File: src/rtl/biq_pkg.sv
package biq_pkg;
  typedef logic [3:0] bcd_t;
  localparam int unsigned QUINARY_TOP = 4;
endpackage

File: src/rtl/sync_chain.sv
module sync_chain #(
  parameter int unsigned STAGES = 2
) (
  input  logic clk,
  input  logic rst_n,
  input  logic d_i,
  output logic q_o
);
  logic [STAGES-1:0] shreg;

  always_ff @(posedge clk or negedge rst_n) begin
    if (!rst_n) shreg <= '0;
    else        shreg <= {shreg[STAGES-2:0], d_i};
  end

  assign q_o = shreg[STAGES-1];
endmodule

File: src/rtl/strobe_qualify.sv
module strobe_qualify #(
  parameter int unsigned MIN_CYC = 750
) (
  input  logic clk,
  input  logic rst_n,
  input  logic req_i,
  output logic fire_o
);
  localparam int unsigned CW = $clog2(MIN_CYC + 1);
  localparam logic [CW-1:0] SAT  = CW'(MIN_CYC);
  localparam logic [CW-1:0] LAST = CW'(MIN_CYC - 1);

  logic [CW-1:0] run_q;

  always_ff @(posedge clk or negedge rst_n) begin
    if (!rst_n)            run_q <= '0;
    else if (!req_i)       run_q <= '0;
    else if (run_q != SAT) run_q <= run_q + 1'b1;
  end

  // fires once, on the MIN_CYC-th consecutive high sample
  assign fire_o = req_i && (run_q == LAST);
endmodule

File: src/rtl/biq_decade.sv
module biq_decade
  import biq_pkg::*;
(
  input  logic clk,
  input  logic rst_n,
  input  logic clr_i,
  input  logic en_i,
  output bcd_t bcd_o,
  output logic cout_o
);
  logic       bin_q;
  logic [2:0] quin_q;

  assign cout_o = en_i && bin_q && (quin_q == 3'(QUINARY_TOP));

  always_ff @(posedge clk or negedge rst_n) begin
    if (!rst_n) begin
      bin_q  <= 1'b0;
      quin_q <= '0;
    end else if (clr_i) begin
      bin_q  <= 1'b0;
      quin_q <= '0;
    end else if (en_i) begin
      bin_q <= ~bin_q;
      if (bin_q)
        quin_q <= (quin_q == 3'(QUINARY_TOP)) ? 3'd0 : quin_q + 3'd1;
    end
  end

  // value = 2*quinary + binary
  assign bcd_o = {quin_q, bin_q};
endmodule

File: src/rtl/biq_event_counter.sv
module biq_event_counter
  import biq_pkg::*;
#(
  parameter int unsigned DECADES     = 4,
  parameter int unsigned SYNC_STAGES = 2,
  parameter int unsigned STROBE_MIN  = 750
) (
  input  logic                 clk,
  input  logic                 rst_n,
  input  logic                 count_in,
  input  logic                 inhibit,
  input  logic                 store_req,
  input  logic                 clear_req,
  output logic [4*DECADES-1:0] digits_o,
  output logic                 half_o,
  output logic                 carry_o
);
  localparam int unsigned DW = 4 * DECADES;

  logic cnt_sync, cnt_prev, store_sync, clear_sync;
  logic store_go, clear_go, tick;
  logic [DECADES:0] en_chain;
  logic [DW-1:0]    live;
  logic             half_live;

  sync_chain #(.STAGES(SYNC_STAGES)) i_sync_cnt (
    .clk(clk), .rst_n(rst_n), .d_i(count_in), .q_o(cnt_sync));
  sync_chain #(.STAGES(SYNC_STAGES)) i_sync_st (
    .clk(clk), .rst_n(rst_n), .d_i(store_req), .q_o(store_sync));
  sync_chain #(.STAGES(SYNC_STAGES)) i_sync_cl (
    .clk(clk), .rst_n(rst_n), .d_i(clear_req), .q_o(clear_sync));

  strobe_qualify #(.MIN_CYC(STROBE_MIN)) i_q_store (
    .clk(clk), .rst_n(rst_n), .req_i(store_sync), .fire_o(store_go));
  strobe_qualify #(.MIN_CYC(STROBE_MIN)) i_q_clear (
    .clk(clk), .rst_n(rst_n), .req_i(clear_sync), .fire_o(clear_go));

  always_ff @(posedge clk or negedge rst_n) begin
    if (!rst_n) cnt_prev <= 1'b0;
    else        cnt_prev <= cnt_sync;
  end

  // inhibit and clear only gate the very first stage
  assign tick        = cnt_sync && !cnt_prev && !inhibit && !clear_go;
  assign en_chain[0] = tick;

  for (genvar k = 0; k < DECADES; k++) begin : g_dec
    biq_decade i_dec (
      .clk   (clk),
      .rst_n (rst_n),
      .clr_i (clear_go),
      .en_i  (en_chain[k]),
      .bcd_o (live[4*k +: 4]),
      .cout_o(en_chain[k+1])
    );
  end

  always_ff @(posedge clk or negedge rst_n) begin
    if (!rst_n) begin
      half_live <= 1'b0;
      carry_o   <= 1'b0;
    end else begin
      carry_o <= en_chain[DECADES];
      if (clear_go)              half_live <= 1'b0;
      else if (en_chain[DECADES]) half_live <= ~half_live;
    end
  end

  always_ff @(posedge clk or negedge rst_n) begin
    if (!rst_n) begin
      digits_o <= '0;
      half_o   <= 1'b0;
    end else if (store_go) begin
      digits_o <= live;
      half_o   <= half_live;
    end
  end
endmodule

File: config.mk
export PLATFORM = sky130hd
export DESIGN_NAME = biq_event_counter
export DESIGN_NICKNAME = d
export VERILOG_FILES = /design/src/rtl/biq_pkg.sv /design/src/rtl/sync_chain.sv /design/src/rtl/strobe_qualify.sv /design/src/rtl/biq_decade.sv /design/src/rtl/biq_event_counter.sv
export SDC_FILE = /design/constraint.sdc
export NUM_CORES = 1
export LEC_CHECK = 0
export ABC_AREA = 1
export BUFFER_PORTS_ARGS = -buffer_cell sky130_fd_sc_hd__buf_2
export CAP_MARGIN = 15
export CORE_UTILIZATION = 45
export DETAILED_ROUTE_END_ITERATION = 10
export PLACE_DENSITY = 0.72
export RECOVER_POWER = 25
export SYNTH_ARGS = -nofsm -noshare
export SYNTH_HDL_FRONTEND = slang
export SYNTH_HIERARCHICAL = 1
export SYNTH_SLANG_ARGS = --single-unit
File: constraint.sdc
create_clock -name clk -period 2.6 [get_ports clk]
set_input_delay 0.52 -clock clk [delete_from_list [all_inputs] [get_ports clk]]
set_output_delay 0.52 -clock clk [all_outputs]
set_load 0.02 [all_outputs]
; ---- Word level (Yosys, flattened, before mapping)
; Cells that the tools add are included.
[classes]
n_reduce_logical = 29
eq_ne = 10
add_sub_neg = 6
n_mux = 30
n_bitwise = 5
[ops]
columns = op, n
row1 = $mux 3, 16
row2 = $mux 10, 4
row3 = $add 10x1->10 const B, 2
row4 = $eq 10x10->1 const B, 2
row5 = $ne 10x10->1 const B, 2
row6 = $reduce_bool 2->1, 9
row7 = $logic_and 1x1->1, 13
row8 = $add 3x1->3 const B, 4
row9 = $eq 3x3->1 const B, 4
row10 = $mux 1, 10
row11 = $reduce_and 2->1, 4
row12 = $not 1->1, 5
row13 = $ne 2x1->1 const B, 2
row14 = $logic_not 1->1, 3
[word_totals]
regBits = 62
out_inout_bits = 18

; ---- Logic depth before layout (Yosys ltp)
[depth]
ltp_word = 14
ltp_mapped = 20
depth_no_buf = 20

; ---- Hierarchy
; The synthesis kept the hierarchy.
[by_module_without_submodules]
columns = module, area_per_inst_um2, seq_area_each_um2, cells_each, instances
row1 = strobe_qualify, 665.6, 250.2, 90, 2
row2 = biq_decade, 237.7, 100.1, 30, 4
row3 = biq_event_counter, 770.7, 500.5, 84, 1
row4 = sync_chain, 50.0, 50.0, 2, 3

; ---- Worst setup path after synthesis
; Ideal clock, no wire load.
[synth_timing]
kind = flip-flop to flip-flop
start = register i_q_clear.run_q[4]
end = register g_dec[3].i_dec.quin_q[2]
stages_incl_launch_ff = 21
path_buffers = 0
period_less_slack_ns = 2.284
path_slack_ns = 0.316
arrival_ns = 2.171
setup_ns = 0.113
path_cell_list = dfrtp_1 -> inv_1 -> nand2_1 -> nor2_1 -> nand3_1 -> nor3_1 -> inv_1 -> nand2_1 -> nor2_1 -> nand2_2 -> nor2_1 -> nand2_2 -> nor2_1 -> nand2_2 -> nor2_1 -> nand2_2 -> nand2_4 -> nand2_2 -> nand2_1 -> nand2_1 -> inv_1
[synth_between]
elab_chain_len = 12
[synth_lines]
columns = item, line_no
row1 = start: declaration, strobe_qualify.sv:13  ; logic [CW-1:0] run_q;
row2 = start signal: assignment, strobe_qualify.sv:18  ; else if (run_q != SAT) run_q <= run_q + 1'b1;
row3 = $eq 10x10->1, strobe_qualify.sv:22  ; assign fire_o = req_i && (run_q == LAST);
row4 = $logic_and 1x1->1, strobe_qualify.sv:22
row5 = named net clear_go, biq_event_counter.sv:21  ; logic store_go, clear_go, tick;
row6 = $logic_not 1->1, biq_event_counter.sv:44  ; assign tick = cnt_sync && !cnt_prev && !inhibit && !clear_go;
row7 = $logic_and 1x1->1, biq_event_counter.sv:44
row8 = named net en_chain[0], biq_event_counter.sv:22  ; logic [DECADES:0] en_chain;
row9 = $logic_and 1x1->1 (2 in a row), biq_decade.sv:14  ; assign cout_o = en_i && bin_q && (quin_q == 3'(QUINARY_TOP));
row10 = named net en_chain[1], biq_event_counter.sv:22
row11 = $logic_and 1x1->1 (2 in a row), biq_decade.sv:14
row12 = named net en_chain[2], biq_event_counter.sv:22
row13 = $logic_and 1x1->1 (2 in a row), biq_decade.sv:14
row14 = named net en_chain[3], biq_event_counter.sv:22
row15 = $reduce_bool 2->1 (no source line), n/a
row16 = $reduce_and 2->1 (no source line), n/a
row17 = end signal: assignment, biq_decade.sv:26  ; quin_q <= (quin_q == 3'(QUINARY_TOP)) ? 3'd0 : quin_q + 3'd1;
row18 = end: declaration, biq_decade.sv:12  ; logic [2:0] quin_q;
; The timed path passes the listed nets, and every way through them passes these cells.
; A chain may end at the register's enable or synchronous reset.

; ---- Final worst setup path
[layout_timing]
start = register i_q_clear.run_q[2]
end = register half_live
[layout_between]
elab_chain_len = 13
[layout_lines]
columns = item, line_no
row1 = $eq 10x10->1, strobe_qualify.sv:22
row2 = $logic_and 1x1->1, strobe_qualify.sv:22
row3 = named net clear_go, biq_event_counter.sv:21
row4 = $logic_not 1->1, biq_event_counter.sv:44
row5 = $logic_and 1x1->1, biq_event_counter.sv:44
row6 = named net en_chain[0], biq_event_counter.sv:22
row7 = $logic_and 1x1->1 (2 in a row), biq_decade.sv:14
row8 = named net en_chain[1], biq_event_counter.sv:22
row9 = $logic_and 1x1->1 (2 in a row), biq_decade.sv:14
row10 = named net en_chain[2], biq_event_counter.sv:22
row11 = $logic_and 1x1->1 (2 in a row), biq_decade.sv:14
row12 = named net en_chain[3], biq_event_counter.sv:22
row13 = $logic_and 1x1->1 (2 in a row), biq_decade.sv:14
row14 = named net en_chain[4], biq_event_counter.sv:22
row15 = $reduce_bool 2->1 (no source line), n/a
row16 = end signal: assignment, biq_event_counter.sv:65  ; else if (en_chain[DECADES]) half_live <= ~half_live;
row17 = end: declaration, biq_event_counter.sv:24  ; logic half_live;
; The timed path passes the listed nets, and every way through them passes these cells.

==> impl_metrics.env <==
export IMPL_outcome="finished clean"
export IMPL_slew_headroom_pct=15.05
export IMPL_mappedNetlistArea_um2=3203
export IMPL_wl_per_cell_um=10.85
export IMPL_post_cts_setup_buffer_count=0
export IMPL_hold_class="input pin to flip-flop"
export IMPL_synth_avg_cell_area_um2=8.213
export IMPL_criticalPathCategory="flip-flop to flip-flop"
export IMPL_worstMarginPinSlew_ns=1.274
export IMPL_cts_htree_levels=3
export IMPL_vias_per_cell=4.719
export IMPL_dr_total_vias=2454
export IMPL_dpl_hpwl_mm=4.044
export IMPL_setup_viol=0
export IMPL_grt_start_max_net_pins=39
export IMPL_critical_path_startpoint_type="flip-flop"
export IMPL_skew_ns=0.01087
export IMPL_p_clk_share_pct=38.2
export IMPL_nNetsFinal=439
export IMPL_portBuffers=23
export IMPL_syn_to_final_growth_pct=12.46
export IMPL_drt_pre_antenna_iters=7
export IMPL_routed_wl_mm=5.642
export IMPL_grt_first_pass_wirelength_mm=9.666
export IMPL_grt_usage_pct=16.86
export IMPL_numClockSinks=62
export IMPL_cpMaxStageDelayCell="dfrtp_1"
export IMPL_fmax_mhz=440.8
export IMPL_cts_root_buf="clkbuf_8"
export IMPL_pin_count=24
export IMPL_fin_tns_setup_ns=0
export IMPL_timing_final_crit_share_pct=87.26
export IMPL_hold_violations=0
export IMPL_die_width_um=86.37
export IMPL_crit_top_cell="nand2_2"
export IMPL_final_setup_worst_slack_ns=0.3313
export IMPL_start_util_pct=46.89
export IMPL_synth_seq_area_share_pct=48.44
export IMPL_startpoint="i_q_clear/run_q[2]$_DFFE_PN0P_"
export IMPL_worstRegToRegCells=18
export IMPL_maxCapViolCount=0
export IMPL_drc=0
export IMPL_core_area_um2=6832
export IMPL_rows=30
export IMPL_grt_pass1_vias=2272
export IMPL_cp_end_kind="flip-flop"
export IMPL_cp_data_arrival_time_ns=2.50
export IMPL_p_sw_share_pct=27.18
export IMPL_synth_distinct_cells=23
export IMPL_syn_inst=390
export IMPL_crit_fanout=5
export IMPL_cts_inserted_buffers=9
export IMPL_clkLatencyLatePin_ns=0.34
export IMPL_required_ns=2.84
export IMPL_diodes=0
export IMPL_synth_nets=410
export IMPL_ant_nets=0
export IMPL_ys_ff_latch=62
export IMPL_switching_power_w=0.0006092
export IMPL_p_total_w=0.002242
export IMPL_die_h_um=86.37
export IMPL_r2r_end="half_live$_DFFE_PN0P_"
export IMPL_cts_tree="built"
export IMPL_worstPathCellList="nand2_2 -> inv_2 -> nand3_1 -> nor3_1 -> inv_1 -> nand2_1 -> nor2_1 -> nand2_2 -> nor2_2 -> nand2_2 -> nor2_2 -> nand2_2 -> nor2_2 -> nand2_2 -> nor2_1 -> nand2_1 -> nand2_1 -> nor2_1"
export IMPL_fin_crit_ns=2.269
export IMPL_place_congestion=0.8016
export IMPL_clk_pin_slew_ns=0.06
export IMPL_dieArea_um2=7459
export IMPL_ctsLongestPathBuffers=2
export IMPL_irDropWorstVdd_mv=0.4198
export IMPL_grt_overflow=0
export IMPL_intPower_w=0.001632
export IMPL_rsz0062_at_grt="no"
export IMPL_power_leakage_nw=1.835
export IMPL_max_stage_delay_ns=0.43
export IMPL_slew_violations=0
export IMPL_worstHoldStart="count_in"
export IMPL_drt_iter0_markers=139
export IMPL_r2r_start="i_q_clear/run_q[2]$_DFFE_PN0P_"
export IMPL_worstSetupEndpoint="half_live$_DFFE_PN0P_"
export IMPL_antenna_found_initial=0
export IMPL_pre_cts_slack_ns=0.1406
export IMPL_synth_warnings=6
export IMPL_pwr_share_seq_pct=50.3
export IMPL_pwr_share_comb_pct=11.5
export IMPL_powerDensity_nw_per_um2=622.3
export IMPL_regToRegSetupSlack_ns=0.33
export IMPL_drive_gt1_share_pct=19.10
[layout make-up]
cell class / count / area [µm²]
clock buffer: 13 / 158.9
clock inverter: 3 / 42.54
fill: 659 / 3229
inverter: 76 / 285.3
multi-input combinational: 243 / 1301
sequential: 62 / 1553
tap: 96 / 120.1
timing repair buffer: 27 / 141.4
[what timing repair did]
item | in CTS | in global routing
setup endpoints to repair | 0 | 6
hold buffers | 0 | 0
resized for setup | 0 | 4
[metrics by stage]
stage	std cells	instance area [µm²]	hold slack (ns)	utilization (%)
floorplan	390	3203	0.2244	-
global placement	504	3408	0.3313	49.89
detailed placement	504	3408	0.3347	49.89
CTS	520	3610	0.1757	52.84
global route	520	3602	0.2598	52.73
finish	520	3602	0.2834	52.73
[state kept, by name, indices dropped and copies added, names as in the netlist]
register / flops
i_q_store/run_q: 10
i_sync_cnt/shreg: 2
i_sync_st/shreg: 2
half_o: 1
g_dec.i_dec/quin_q: 12
i_q_clear/run_q: 10
half_live: 1
digits_o: 16
g_dec.i_dec/bin_q: 4
cnt_prev: 1
carry_o: 1
i_sync_cl/shreg: 2
[power by group through the flow]
| stage | registers (W) | logic (W) | clock network, W |
|---|---|---|---|
| 2_1_floorplan | 0.00112 | 0.000220 | 0 |
| 3_3_place_gp | 0.00114 | 0.000241 | 0 |
| 3_5_place_dp | 0.00115 | 0.000258 | 0 |
| 4_1_cts | 0.00113 | 0.000259 | 0.000881 |
| 5_1_grt | 0.00114 | 0.000310 | 0.000918 |
| 6_report | 0.00113 | 0.000257 | 0.000856 |
[placed cells by master, fill, tap and decap left out]
cell type and count:
clkbuf_1 3, xor2_1 2, o21bai_1 2, dfrtp_2 1
bufinv_16 1, nor2_1 36, nand2_1 87, clkbuf_8 11
clkinv_2 1, nand2_2 12, inv_2 8, nor3_2 1
clkbuf_2 1, clkinvlp_4 1, buf_2 22, nand4_1 10
dfrtp_1 61, nor2_2 5, o21ai_1 6, nand3_1 28
a21oi_1 6, nor3_1 1, inv_1 68, nor2_4 4
ha_1 14, nand3_2 6, a31oi_1 2, o21ai_0 17
buf_4 3, nand2_4 4
[synthesized netlist by cell type]
cell,n,area [µm²]
nor3_1,2,10.01
buf_2,1,5.000
nor2_2,2,12.51
nand3_1,28,140.1
clkbuf_8,2,27.53
dfrtp_1,62,1551
a31oi_1,2,12.51
nor2_4,4,45.04
buf_4,6,45.04
o21ai_1,6,30.03
nand3_2,6,60.06
a21oi_1,6,30.03
o21ai_0,17,85.08
inv_2,8,30.03
ha_1,14,175.2
o21bai_1,2,15.01
nor2_1,39,146.4
nand2_4,4,45.04
inv_1,68,255.2
xor2_1,2,17.52
nand2_2,12,75.07
nand2_1,87,326.6
nand4_1,10,62.56
[layer usage]
metal / global-route usage [%] / vias up / routed length [µm]
li1: - / 1254 / -
met1: 21.12 / 1151 / 2618
met2: 26.55 / 41 / 2756
met3: 5.429 / 8 / 206
met4: 7.879 / 0 / 61
met5: 0 / - / 0
[worst max-delay path, delay by kind of cell (launching register included)]
| kind | cells | cell delay (ns) |
|---|---|---|
| AND/OR/NAND/NOR | 16 | 1.59 |
| flip-flops | 1 | 0.43 |
| buffers and inverters | 2 | 0.15 |
[kinds of logic (layout without fill, tap and decap cells)]
family          Yosys count  count (layout)  share of synthesized area, %
simple gates            194             194                         28.83
buf+inv                  85             119                         11.33
flops                    62              62                         48.44
fa+ha+maj                14              14                         5.469
compound gates           33              33                         5.390
xor+xnor                  2               2                        0.5470
[worst min-delay path by stage]
stage / slack [ns] / end / cells past startpoint
after floorplan: 0.22 / carry_o$_DFF_PN0_ / 0
after global placement: 0.33 / i_sync_cl/shreg[1]$_DFF_PN0_ / 0
after detailed placement: 0.33 / i_sync_cnt/shreg[1]$_DFF_PN0_ / 0
after CTS: 0.18 / i_q_store/run_q[7]$_DFFE_PN0P_ / 1
after global routing: 0.26 / i_sync_cnt/shreg[0]$_DFF_PN0_ / 1
final: 0.28 / i_sync_cnt/shreg[0]$_DFF_PN0_ / 1
No activity file was read; power rests on OpenSTA's default activity.
